[config.mk]
export PLATFORM = sky130hd
export DESIGN_NAME = paced_tx_ctrl
export DESIGN_NICKNAME = d
export VERILOG_FILES = /design/src/rtl/ptx_pkg.sv /design/src/rtl/ptx_pins.sv /design/src/rtl/ptx_div.sv /design/src/rtl/ptx_pacer.sv /design/src/rtl/ptx_modem.sv /design/src/rtl/paced_tx_ctrl.sv
export SDC_FILE = /design/constraint.sdc
export NUM_CORES = 1
export LEC_CHECK = 0
export ABC_AREA = 1
export BUFFER_PORTS_ARGS = -buffer_cell sky130_fd_sc_hd__clkbuf_2
export CAP_MARGIN = 20
export CORE_MARGIN = 1
export CORE_UTILIZATION = 40
export CTS_CLUSTER_DIAMETER = 30
export DETAILED_ROUTE_END_ITERATION = 12
export PLACE_DENSITY_LB_ADDON = 0.15
export SETUP_SLACK_MARGIN = 0.15
export SLEW_MARGIN = 0
export SYNTH_ARGS = -nofsm -noshare
export SYNTH_HDL_FRONTEND = slang
export SYNTH_HIERARCHICAL = 1
export SYNTH_SLANG_ARGS = --single-unit
[constraint.sdc]
create_clock -name clk -period 5.68 [get_ports clk]
set_input_delay 0.568 -clock clk [delete_from_list [all_inputs] [get_ports clk]]
set_output_delay 0.568 -clock clk [all_outputs]
set_load 0.05 [all_outputs]
[src/rtl/ptx_pkg.sv]
package ptx_pkg;
  localparam int PIN_RST  = 0;
  localparam int PIN_WAKE = 1;
  localparam logic [1:0] PINS_ALL = 2'b11;
endpackage

[src/rtl/ptx_pins.sv]
module ptx_pins
  import ptx_pkg::*;
(
  input  logic       clk,
  input  logic       rst_n,
  input  logic [1:0] pins_i,
  output logic       en_o,
  output logic       flush_o
);
  logic [1:0] prev_q;
  logic       en_q;
  logic       flush_q;
  logic       rst_fall;
  logic       arm;

  assign rst_fall = prev_q[PIN_RST] & ~pins_i[PIN_RST];
  assign arm      = (pins_i == PINS_ALL) && (prev_q != PINS_ALL);

  always_ff @(posedge clk) begin
    if (!rst_n) begin
      prev_q  <= 2'b00;
      en_q    <= 1'b0;
      flush_q <= 1'b0;
    end else begin
      prev_q  <= pins_i;
      flush_q <= rst_fall;
      if (rst_fall)  en_q <= 1'b0;
      else if (arm)  en_q <= 1'b1;
    end
  end

  assign en_o    = en_q;
  assign flush_o = flush_q;

  // enable only ever rises after the pins were seen both high
  a_r2_enable_on_entry: assert property (@(posedge clk) disable iff (!rst_n)
    $rose(en_q) |-> $past(pins_i) == PINS_ALL);
  // a flush pulse never coexists with an enabled endpoint
  a_r1_flush_disables: assert property (@(posedge clk) disable iff (!rst_n)
    flush_q |-> !en_q);
  // flush lasts a single cycle
  a_r1_flush_single: assert property (@(posedge clk) disable iff (!rst_n)
    flush_q |=> !flush_q);
endmodule

[src/rtl/ptx_div.sv]
module ptx_div #(
  parameter longint DIVIDEND = 100_000_000,
  parameter int     NUM_W    = 27,
  parameter int     DEN_W    = 24
) (
  input  logic             clk,
  input  logic             rst_n,
  input  logic             start_i,
  input  logic [DEN_W-1:0] den_i,
  input  logic             cancel_i,
  output logic             done_o,
  output logic [NUM_W-1:0] quo_o
);
  localparam int IDX_W = $clog2(NUM_W);
  localparam logic [NUM_W-1:0] NUM = NUM_W'(DIVIDEND);

  logic             busy_q;
  logic             done_q;
  logic [IDX_W-1:0] idx_q;
  logic [DEN_W-1:0] rem_q;
  logic [DEN_W-1:0] den_q;
  logic [NUM_W-1:0] quo_q;
  logic [DEN_W:0]   trial;
  logic [DEN_W:0]   diff;
  logic             ge;

  assign trial = {rem_q, NUM[idx_q]};
  assign ge    = trial >= {1'b0, den_q};
  assign diff  = trial - {1'b0, den_q};

  always_ff @(posedge clk) begin
    if (!rst_n) begin
      busy_q <= 1'b0;
      done_q <= 1'b0;
      idx_q  <= '0;
      rem_q  <= '0;
      den_q  <= '0;
      quo_q  <= '0;
    end else begin
      done_q <= 1'b0;
      if (cancel_i) begin
        busy_q <= 1'b0;
      end else if (start_i) begin
        busy_q <= 1'b1;
        idx_q  <= IDX_W'(NUM_W - 1);
        rem_q  <= '0;
        den_q  <= den_i;
        quo_q  <= '0;
      end else if (busy_q) begin
        rem_q <= ge ? diff[DEN_W-1:0] : trial[DEN_W-1:0];
        quo_q <= {quo_q[NUM_W-2:0], ge};
        if (idx_q == '0) begin
          busy_q <= 1'b0;
          done_q <= 1'b1;
        end else begin
          idx_q <= idx_q - 1'b1;
        end
      end
    end
  end

  assign done_o = done_q;
  assign quo_o  = quo_q;

  // a result only appears at the end of a running division
  a_r4_done_from_busy: assert property (@(posedge clk) disable iff (!rst_n)
    done_q |-> $past(busy_q));
  // a zero divisor is never loaded into a division
  a_r9_no_zero_den: assert property (@(posedge clk) disable iff (!rst_n)
    busy_q |-> den_q != '0);
endmodule

[src/rtl/ptx_pacer.sv]
module ptx_pacer #(
  parameter int     CNT_W   = 27,
  parameter longint DEFAULT = 100_000_000
) (
  input  logic             clk,
  input  logic             rst_n,
  input  logic             en_i,
  input  logic             flush_i,
  input  logic             ld_i,
  input  logic [CNT_W-1:0] ld_val_i,
  input  logic             q_valid_i,
  input  logic             tx_ready_i,
  output logic             tx_valid_o,
  output logic             pop_o
);
  localparam logic [CNT_W-1:0] DEF_IVL = CNT_W'(DEFAULT);
  localparam logic [CNT_W-1:0] ONE     = CNT_W'(1);

  logic [CNT_W-1:0] ivl_q;
  logic [CNT_W-1:0] cnt_q;
  logic             tick;

  assign tick = en_i && (cnt_q == ivl_q - ONE);

  always_ff @(posedge clk) begin
    if (!rst_n) begin
      ivl_q <= DEF_IVL;
      cnt_q <= '0;
    end else begin
      if (flush_i)   ivl_q <= DEF_IVL;
      else if (ld_i) ivl_q <= (ld_val_i == '0) ? ONE : ld_val_i;
      if (!en_i || flush_i || ld_i || tick) cnt_q <= '0;
      else                                  cnt_q <= cnt_q + ONE;
    end
  end

  assign tx_valid_o = tick && q_valid_i;
  assign pop_o      = tx_valid_o && tx_ready_i;

  // nothing is offered while disabled
  a_r3_quiet_when_off: assert property (@(posedge clk) disable iff (!rst_n)
    tx_valid_o |-> en_i);
  // offers are separated by the interval when it exceeds one cycle
  a_r5_one_per_interval: assert property (@(posedge clk) disable iff (!rst_n)
    (tx_valid_o && ivl_q > ONE) |=> !tx_valid_o);
  // the interval is never zero
  a_r4_nonzero_interval: assert property (@(posedge clk) disable iff (!rst_n)
    ivl_q != '0);
endmodule

[src/rtl/ptx_modem.sv]
module ptx_modem (
  input  logic clk,
  input  logic rst_n,
  input  logic set_i,
  input  logic rts_i,
  output logic cts_o
);
  logic rts_q;
  logic cts_q;

  always_ff @(posedge clk) begin
    if (!rst_n) begin
      rts_q <= 1'b0;
      cts_q <= 1'b1;
    end else begin
      rts_q <= rts_i;
      if (set_i)                cts_q <= 1'b1;
      else if (rts_q && !rts_i) cts_q <= 1'b0;
    end
  end

  assign cts_o = cts_q;

  // CTS rises only because of a set request
  a_r8_cts_rise_cause: assert property (@(posedge clk) disable iff (!rst_n)
    $rose(cts_q) |-> $past(set_i));
endmodule

[src/rtl/paced_tx_ctrl.sv]
module paced_tx_ctrl #(
  parameter longint CLK_HZ = 100_000_000,
  parameter int     SPD_W  = 24,
  parameter int     DATA_W = 8
) (
  input  logic              clk,
  input  logic              rst_n,
  input  logic [1:0]        pins_i,
  input  logic              rts_i,
  input  logic              speed_wr_i,
  input  logic [SPD_W-1:0]  speed_i,
  input  logic              q_valid_i,
  input  logic [DATA_W-1:0] q_data_i,
  output logic              q_ready_o,
  output logic              tx_valid_o,
  output logic [DATA_W-1:0] tx_data_o,
  input  logic              tx_ready_i,
  output logic              cts_o,
  output logic              enable_o,
  output logic              flush_o
);
  localparam int CNT_W = $clog2(CLK_HZ + 1);

  logic             en;
  logic             flush;
  logic             start;
  logic             div_done;
  logic [CNT_W-1:0] div_quo;

  assign start = speed_wr_i && (speed_i != '0);

  ptx_pins u_pins (
    .clk(clk), .rst_n(rst_n), .pins_i(pins_i), .en_o(en), .flush_o(flush)
  );

  ptx_div #(.DIVIDEND(CLK_HZ), .NUM_W(CNT_W), .DEN_W(SPD_W)) u_div (
    .clk(clk), .rst_n(rst_n), .start_i(start), .den_i(speed_i),
    .cancel_i(flush), .done_o(div_done), .quo_o(div_quo)
  );

  ptx_pacer #(.CNT_W(CNT_W), .DEFAULT(CLK_HZ)) u_pacer (
    .clk(clk), .rst_n(rst_n), .en_i(en), .flush_i(flush),
    .ld_i(div_done), .ld_val_i(div_quo), .q_valid_i(q_valid_i),
    .tx_ready_i(tx_ready_i), .tx_valid_o(tx_valid_o), .pop_o(q_ready_o)
  );

  ptx_modem u_modem (
    .clk(clk), .rst_n(rst_n), .set_i(flush | start), .rts_i(rts_i),
    .cts_o(cts_o)
  );

  assign tx_data_o = q_data_i;
  assign enable_o  = en;
  assign flush_o   = flush;

  // a pop happens only on an accepted offer
  a_r6_pop_on_accept: assert property (@(posedge clk) disable iff (!rst_n)
    q_ready_o |-> (tx_valid_o && tx_ready_i));
  // releasing RTS with no write or flush drops CTS
  a_r8_rts_release: assert property (@(posedge clk) disable iff (!rst_n)
    ($past(rst_n) && $past(rts_i) && !rts_i && !start && !flush) |=> !cts_o);
  // a nonzero speed write raises CTS
  a_r7_write_sets_cts: assert property (@(posedge clk) disable iff (!rst_n)
    start |=> cts_o);
endmodule

==> results of run 1 <==
==> Yosys cell counts, types with 2 or more instances <==
master      n  area share, %
nand2_1   353             15
inv_1     223            9.3
dfxtp_1   143             32
nor2_1    123            5.1
nand3_1    99            5.5
a21oi_1    79            4.4
o21ai_0    48            2.7
nand4_1    43            3.0
nor2_2     34            2.4
xor2_1     32            3.1
ha_1       28            3.9
clkbuf_1   24            1.0
xnor2_1    20            1.9
o32ai_1    18            1.7
buf_4      14            1.2
nand2_2    14           0.97
nand3b_1    9           0.75
o211ai_1    9           0.75
nor2_4      7           0.87
nor3_1      6           0.33
o22ai_1     6           0.42
o21bai_1    5           0.42
nor4_1      4           0.28
a31oi_1     3           0.21
nand3_2     3           0.33
a21o_1      2           0.17
a21oi_2     2           0.19
buf_12      2           0.44
buf_2       2           0.11
buf_6       2           0.25
buf_8       2           0.33
clkinv_1    2          0.083
nor3_2      2           0.22
o21ai_1     2           0.11
or2_0       2           0.14
==> area by class of cell <==
class / count / share of cell area, %
clock buffer: 19 / 4.58
sequential: 143 / 28.9
multi-input combinational: 962 / 50.8
timing repair buffer: 41 / 2.20
tap: 280 / 3.54
inverter: 225 / 8.54
clock inverter: 13 / 1.39
==> kinds of logic after synthesis <==
kind of cell	after synthesis	synth area share, %
buf+inv	272	12.8
fa+ha+maj	29	4.10
xor+xnor	52	5.04
flops	143	31.7
compound gates	174	11.0
simple gates	707	35.4
==> layer usage <==
layer / global-route usage, % / wire, um / vias to the layer above
met3: 5.23 / 1230 / 15
met1: 31.3 / 12700 / 3706
met2: 30.8 / 9390 / 172
met4: 4.23 / 174 / 0
li1: - / - / 4432
met5: 0 / 0 / -
==> worst max path at each step <==
stage,start,to,slack (ns),cells after the start
floorplan,u_pacer/ivl_q[0],q_ready_o,2.91,14
global placement,speed_i[3],u_div/trial[0],1.99,16
detailed placement,speed_i[3],u_div/trial[0],1.96,16
CTS,u_pacer/ivl_q[0],q_ready_o,2.34,16
global route,speed_i[3],u_div/trial[0],2.02,18
finish,u_pacer/ivl_q[0],q_ready_o,2.35,13
==> cells in the final DEF, fill, tap and decap left out, types with 3 or more instances in the layout <==
master / instances
nand2_1: 353
inv_1: 223
dfxtp_1: 143
nor2_1: 122
nand3_1: 99
a21oi_1: 79
o21ai_0: 48
nand4_1: 43
clkbuf_2: 36
nor2_2: 35
xor2_1: 32
ha_1: 28
xnor2_1: 20
o32ai_1: 18
clkbuf_16: 17
nand2_2: 14
o211ai_1: 9
nand3b_1: 9
nor2_4: 7
inv_6: 6
nor3_1: 6
o22ai_1: 6
o21bai_1: 5
buf_4: 5
nor4_1: 4
inv_8: 3
a31oi_1: 3
nand3_2: 3
==> sequential cells by signal, summed over array words and instances (netlist names) <==
register,flops
u_div/den_q,24
u_pins/prev_q,2
u_modem/cts_o,1
u_pacer/cnt_q,27
u_pins/flush_o,1
u_modem/rts_q,1
u_div/rem_q,24
u_pacer/ivl_q,27
u_div/idx_q,5
u_div/done_o,1
u_div/busy_q,1
u_div/trial,1
u_pins/en_o,1
u_div/quo_o,27
==> power groups by stage <==
stage	clock network (mW)	logic [mW]	registers (mW)
4_1_cts	1.16	0.320	1.04
2_1_floorplan	0	0.254	1.06
5_1_grt	1.21	0.364	1.05
3_3_place_gp	0	0.316	1.07
6_report	1.13	0.321	1.04
3_5_place_dp	0	0.318	1.07
==> through the flow <==
| step | util [%] | setup slack, ns | instances | hold WS [ns] |
|---|---|---|---|---|
| after floorplan | - | 2.91 | 1377 | 0.430 |
| after global placement | 42.3 | 1.99 | 1651 | 0.439 |
| after detailed placement | 42.3 | 1.96 | 1651 | 0.444 |
| after CTS | 45.0 | 2.34 | 1683 | 0.321 |
| after global routing | 45.0 | 2.02 | 1683 | 0.333 |
| final | 45.0 | 2.35 | 1683 | 0.335 |
==> worst max-delay path: cells and delay by family, from the launching register on <==
| kind | cells | cell delay (ns) |
|---|---|---|
| AND/OR/NAND/NOR | 10 | 1.31 |
| buffers and inverters | 2 | 0.42 |
| flip-flops | 1 | 0.36 |
| adder cells (fa/ha/maj) | 1 | 0.26 |
==> metrics.md, run 1 <==
| Metric | Value |
|---|---|
| Vias in the first global route | 7,693 |
| Synth unique cells | 45 |
| Slowest stage delay, CP | 0.36 ns |
| Hold_buf cts | 0 |
| Status | complete, but fails checks |
| Final setup viols | 0 |
| Post-DRT Antenna Nets | 0 |
| CTS Sinks | 143 |
| Slowest-stage cell, CP | dfxtp_1 |
| Max rail drop VDD | 0.179 mV |
| Post-Syn Instances | between 1,000 and 1,500 |
| Post-CTS Resized | 0 |
| Setup Crit Path Kind | flop to output port |
| Worst hold stages | 3 |
| Crit Reg-Reg Startpoint | u_div/den_q[7] |
| Placement Cell Area | 9300 sq um |
| Setup_tns | 0 ns |
| DIE AREA | 23,200 sq um |
| Cell area after layout | between 9000 and 10,000 sq um |
| Reg clk slew, reported paths | around 0.07 ns |
| Die width | 152 um |
| Final Max Tran Viols | 0 |
| I/O Pins | between 50 and 60 |
| Total Wirelength | 23.5 mm |
| Combinational power share | about an eighth |
| Drt pass-1 iters | 10 |
| Overall Global Routing Usage | a little over a fifth |
| Antenna violations before repair | 0 |
| Area Overhead vs Synth | 9.40% |
| Detailed-route wire length per cell | 14.0 um |
| Hold Violations, Final | 0 |
| Placer congestion estimate | slightly above 0.9 |
| RR Endpoint | u_div/rem_q[19] |
| Critical-path cell list | inv_1, ha_1, nand2_2, nor2_1, nand4_1, nand3_1, nand2_1, nor2_1, nand2_1, nor2_2, nand3_1, nor2_1, clkbuf_2 |
| Post-CTS Setup Bufs | 0 |
| Post-Syn Nets | 1,446 |
| Total number of vias | approximately 8,300 |
| Max_cap viols | 0 |
| CTS tree | built |
| Syn Std Cell Area | 9040 sq um |
| R2r worst-path depth | 14 |
| Sw frac | a little under 30% |
| Worst Path Required | ~5.1 ns |
| Reg power frac | 41.8% |
| Crit path capture type | output port |
| Crit share post-route | 58.6% |
| Die height | 152 um |
| Primary FF master, synth | dfxtp_1 |
| Root Buffer | clkbuf_16 |
| Register Area | 2860 sq um |
| Crit path time final | about 3.3 ns |
| RSZ-0062 raised after global routing | false |
| Synth Register Bits | 143 |
| Switching Power | ~0.72 mW |
| Tightest Pin Transition | 0.900 ns |
| # rows | 54 |
| Worst min path class | primary input to flop |
| GRT Residual Overflow | 0 |
| First-pass GRT wire length | 39.5 mm |
| # DRC | 4 |
| Number of enable flip-flop cells after synthesis | 0 |
| Initial drt markers | 544 |
| Core box area | 22,000 sq um |
| CP Launch Type | flop |
| Crit path DAT | 2.76 ns |
| Clock latency on the worst-skew pair | roughly 0.42 ns |
| Crit Path Max Fanout | 5 |
| Layout cells sized above 1 | 10.0% |
| Largest net degree at the start of global routing | 53 |
| # fillers | 2,306 |
| Internal power | 1.77 mW |
| Min-Delay Endpoint | u_pins/prev_q[1] |
| DP HPWL | ~18 mm |
| Max Freq | between 300 and 400 MHz |
| Via/cell ratio | 4.95 |
| Post-synthesis sequential area ratio | 31.7% |
| Starting Density | 41.2% |
| Max-slew headroom | 39.8% |
| Area of the multi-input gates | 5020 sq um |
| Clk pwr share | 45.3% |
| Worst Skew | 0.0113 ns |
| # H-tree levels | 4 |
| Total CTS buffers | 17 |
| Clock buffer depth | 2 |
| Total power | between 2 and 2.5 mW |
| Power Density | 252 nW/um^2 |
| Diode count | 0 |
| Static leakage | ~4.5 nW |
| Post-Syn Area per Cell | between 6 and 7 sq um |
| Nets | 1,459 |
| Hold Crit Start | pins_i[1] |
| Reg2Reg Setup Slack | 2.53 ns |
| Asr flop ratio synth | 0% |
| Failing checks | DRC |
| Most frequent CP cell | nor2_1 |
| Yosys Warn Count | 6 |
| I/O Buffers | 36 |
(Power assumes the default switching activity.)
==> run 2, diff against run 1 <==
ABC_AREA = 0   (was 1)
clock period = 3.4 ns   (was 5.68 ns; I/O delays follow)
==> run 2 against run 1 <==
Net effect: the run ends with setup timing left; clock-buffer cell count did not move; largest power group unchanged; hold slack got worse by 0.19 ns; sequential power rose by 67%; synthesized cell count fell by 33%; routed wire length fell by 19%; largest cell class unchanged; critical path type unchanged; global-route usage fell by 1.2 points; total power rose by 70%; via count fell by 22%; highest routed layer unchanged.
==> metrics.md, run 2 <==
| Metric | Value |
|---|---|
| Die height | 143 um (was 152 um) |
| Detailed-route wire length per cell | 15.2 um (was 14.0 um) |
| Crit path time final | between 3 and 4 ns |
| Worst Skew | 0.0138 ns (was 0.0113 ns) |
| Total Wirelength | 18.9 mm (was 23.5 mm) |
| Drt pass-1 iters | 5 (was 10) |
| Final Max Tran Viols | 0 (unchanged) |
| Crit Path Max Fanout | 8 (was 5) |
| Largest net degree at the start of global routing | 38 (was 53) |
| Crit share post-route | 103% |
| M1 GR Usage | 26.6% (was 31.3%) |
| # rows | 51 (was 54) |
| Layout Cells excl Fill | 1,242 (was 1,683) |
| Clock buffer depth | 2 (unchanged) |
| Slowest stage delay, CP | 0.53 ns (was 0.36 ns) |
| CP Depth | 8 (was 13) |
| Largest area contributor in the netlist | dfxtp_1 (unchanged) |
| Total number of vias | 6,533 (was 8,325) |
| First-pass GRT wire length | 31.8 mm (was 39.5 mm) |
| Synth unique cells | 77 (was 45) |
| Worst min path class | primary input to flop (unchanged) |
| DP HPWL | 13.8 mm (was 17.8 mm) |
| I/O Buffers | 36 (unchanged) |
| DIE AREA | 20,300 sq um (was 23,200 sq um) |
| Post-Syn Area per Cell | 8.62 sq um (was 6.56 sq um) |
| Buf/Inv on CP | 1 (was 2) |
| Post-DRT Antenna Nets | 0 (unchanged) |
| Placer congestion estimate | 0.840 (was 0.928) |
| Clock latency on the worst-skew pair | 0.43 ns (was 0.42 ns) |
| Static leakage | 3.51 nW (was 4.48 nW) |
| Failing checks | setup timing (was DRC) |
| Slowest-stage cell, CP | or4_4 (was dfxtp_1) |
| Number of enable flip-flop cells after synthesis | 0 (unchanged) |
| DP Cell Count | 1,206 (was 1,651) |
| CTS Sinks | 143 (unchanged) |
| Most common cell in the netlist | dfxtp_1 (was nand2_1) |
| Tightest Pin Transition | 0.638 ns (was 0.900 ns) |
| Setup Crit Path Kind | flop to output port (unchanged) |
| Starting Density | 40.8% (was 41.2%) |
| Total CTS buffers | 17 (unchanged) |
| Setup_tns | -0.169 ns (was 0 ns) |
| I/O Pins | 53 (unchanged) |
| GR peak layer | met2 (was met1) |
| GRT Residual Overflow | 0 (unchanged) |
| Hold_buf cts | 0 (unchanged) |
| Top delay family on crit path | simple AND/OR/NAND/NOR gates (unchanged) |
| Overall Global Routing Usage | 20.0% (was 21.2%) |
| Layout cells sized above 1 | 15.5% (was 10.0%) |
| Synth area leaders | dfxtp_1 36%, nand2_1 5.0%, mux2i_1 4.7%, ha_1 4.4%, xnor2_1 4.4% (was dfxtp_1 32%, nand2_1 15%, inv_1 9.3%, nand3_1 5.5%, nor2_1 5.1%) |
| # H-tree levels | 4 (unchanged) |
| R2r worst-path depth | 9 (was 14) |
| Critical-path cell list | or4_4, or3_4, or4_1, a22oi_1, nand4b_1, nor4_4, and3_4, clkbuf_16 (was inv_1, ha_1, nand2_2, nor2_1, nand4_1, nand3_1, nand2_1, nor2_1, nand2_1, nor2_2, nand3_1, nor2_1, clkbuf_2) |
| Worst Path Required | 3.06 ns (was 5.11 ns) |
| Diode count | 0 (unchanged) |
| Crit path DAT | 3.17 ns (was 2.76 ns) |
| Max Freq | ~280 MHz |
| Asr flop ratio synth | 0% (unchanged) |
| Final setup margin | -0.114 ns (was 2.35 ns) |
| CTS tree | built (unchanged) |
| Setup WS pre-CTS | 0.0940 ns (was 1.96 ns) |
| Core box area | 19,400 sq um (was 22,000 sq um) |
| M3 GR Usage | 3.62% (was 5.23%) |
| # DRC | 0 (was 4) |
| Power Density | 456 nW/um^2 (was 252 nW/um^2) |
| Status | complete, but fails checks (unchanged) |
| Max_cap viols | 0 (unchanged) |
| Antenna violations before repair | 0 (unchanged) |
| Vias in the first global route | 6,224 (was 7,693) |
| Most frequent cells in the layout | 137 x dfxtp_1, 105 x nand2_1, 45 x nor2_1, 45 x nor3_1 (was 353 x nand2_1, 223 x inv_1, 143 x dfxtp_1) |
| Syn Std Cell Area | 7910 sq um (was 9040 sq um) |
| Worst hold stages | 2 (was 3) |
| Max rail drop VDD | 0.347 mV (was 0.179 mV) |
| Max-slew headroom | 56.4% (was 39.8%) |
| Top cells by count, synth | 143 x dfxtp_1, 105 x nand2_1, 45 x nor2_1, 45 x nor3_1, 41 x inv_1 (was 353 x nand2_1, 223 x inv_1, 143 x dfxtp_1) |
| Area Overhead vs Synth | 17.3% (was 9.40%) |
| Commonest non-fill, non-tap cell in the layout | dfxtp_1 (was nand2_1) |
| Synth Register Bits | 143 (unchanged) |
| Initial drt markers | 281 (was 544) |
| Via/cell ratio | 5.26 (was 4.95) |
| Die width | 143 um (was 152 um) |
| Yosys Warn Count | 6 (unchanged) |
| Hold Violations, Final | 0 (unchanged) |
| Primary FF master, synth | dfxtp_1 (unchanged) |
| Root Buffer | clkbuf_16 (unchanged) |
| Nets | 1,033 (was 1,459) |
| CP Launch Type | flop (unchanged) |
| Synth top area share | 36.2% (was 31.7%) |
| Post-Syn Instances | 918 (was 1,377) |
| Global routing usage on met2 | 32.6% (was 30.8%) |
| RSZ-0062 raised after global routing | true (was false) |
| Final setup viols | 2 (was 0) |
| Crit path capture type | output port (unchanged) |
| Post-Syn Nets | 987 (was 1,446) |
| Post-synthesis sequential area ratio | 36.2% (was 31.7%) |
| Reg clk slew, reported paths | 0.06 ns (was 0.07 ns) |
[run 2: cell types whose count changed in the layout (fill, tap and decap cells not counted), sizes merged, moves of 17 or more]
cell,change
xnor2,+20
nor2,-119
nand3,-70
o21ai,-17
nand2,-263
buf,+38
nor3,+38
inv,-186
a22o,+21
nand4,-34
a21oi,-58
a21boi,+26
mux2i,+37
[run 2: kinds of logic after synthesis]
group / count (synthesis) / synth area share (%)
simple gates: 346 / 22.6
compound gates: 195 / 18.4
flops: 143 / 36.2
buf+inv: 92 / 5.03
xor+xnor: 76 / 8.42
mux: 37 / 4.68
fa+ha+maj: 29 / 4.68
[run 2: report_power, final]
part / leakage (nW) / internal [mW] / switching (mW)
Clock: 0.295 / 1.19 / 0.777
Sequential: 1.16 / 1.71 / 0.0278
Combinational: 2.05 / 0.222 / 0.295
[run 2: metal layers]
| layer | vias up | routed length (um) |
|---|---|---|
| li1 | 3405 | - |
| met1 | 3024 | 9360 |
| met2 | 94 | 8860 |
| met3 | 10 | 552 |
| met4 | 0 | 154 |
| met5 | - | 0 |
[run 2: what timing repair did]
item | CTS | global route
resized for setup | 12 | 20
buffers inserted | 2 | 2
pin swaps | 4 | 10
endpoints found under the setup margin | 2 | 27
[run 2: per-stage QoR]
stage / hold WS (ns) / total power, mW / area (sq um) / util [%]
2_1_floorplan: 0.395 / 2.17 / 7910 / -
3_3_place_gp: 0.420 / 2.29 / 8490 / 43.7
3_5_place_dp: 0.412 / 2.29 / 8490 / 43.7
4_1_cts: 0.118 / 4.28 / 9170 / 47.3
5_1_grt: 0.129 / 4.42 / 9270 / 47.8
6_report: 0.140 / 4.23 / 9270 / 47.8
[run 2: cell type report]
cell class	count	area (sq um)
fillers	1910	10100
multi-input cells	683	4750
flip-flops and latches	143	2880
repair buffers	78	538
clock buffers	19	443
well taps	265	332
clock inverters	13	179
inverters	41	154
[run 2: path summary, 6_finish.rpt]
path / startpoint / to / slack (ns)
hold / removal: pins_i[1] / u_pins/prev_q[1] / 0.14
hold reg to reg: u_pins/prev_q[0] / u_pins/en_o / 0.43
setup / recovery: u_pacer/ivl_q[15] / q_ready_o / -0.11
setup reg to reg: u_pacer/ivl_q[15] / u_pacer/cnt_q[17] / 0.37
[run 2: worst register-to-register path: cells and delay by family (launching register included)]
| kind | cells | cell delay, ns |
|---|---|---|
| buffers and inverters | 2 | 0.46 |
| and+or+nand+nor | 6 | 1.90 |
| AOI/OAI and AO/OA | 1 | 0.18 |
| DFF | 1 | 0.37 |
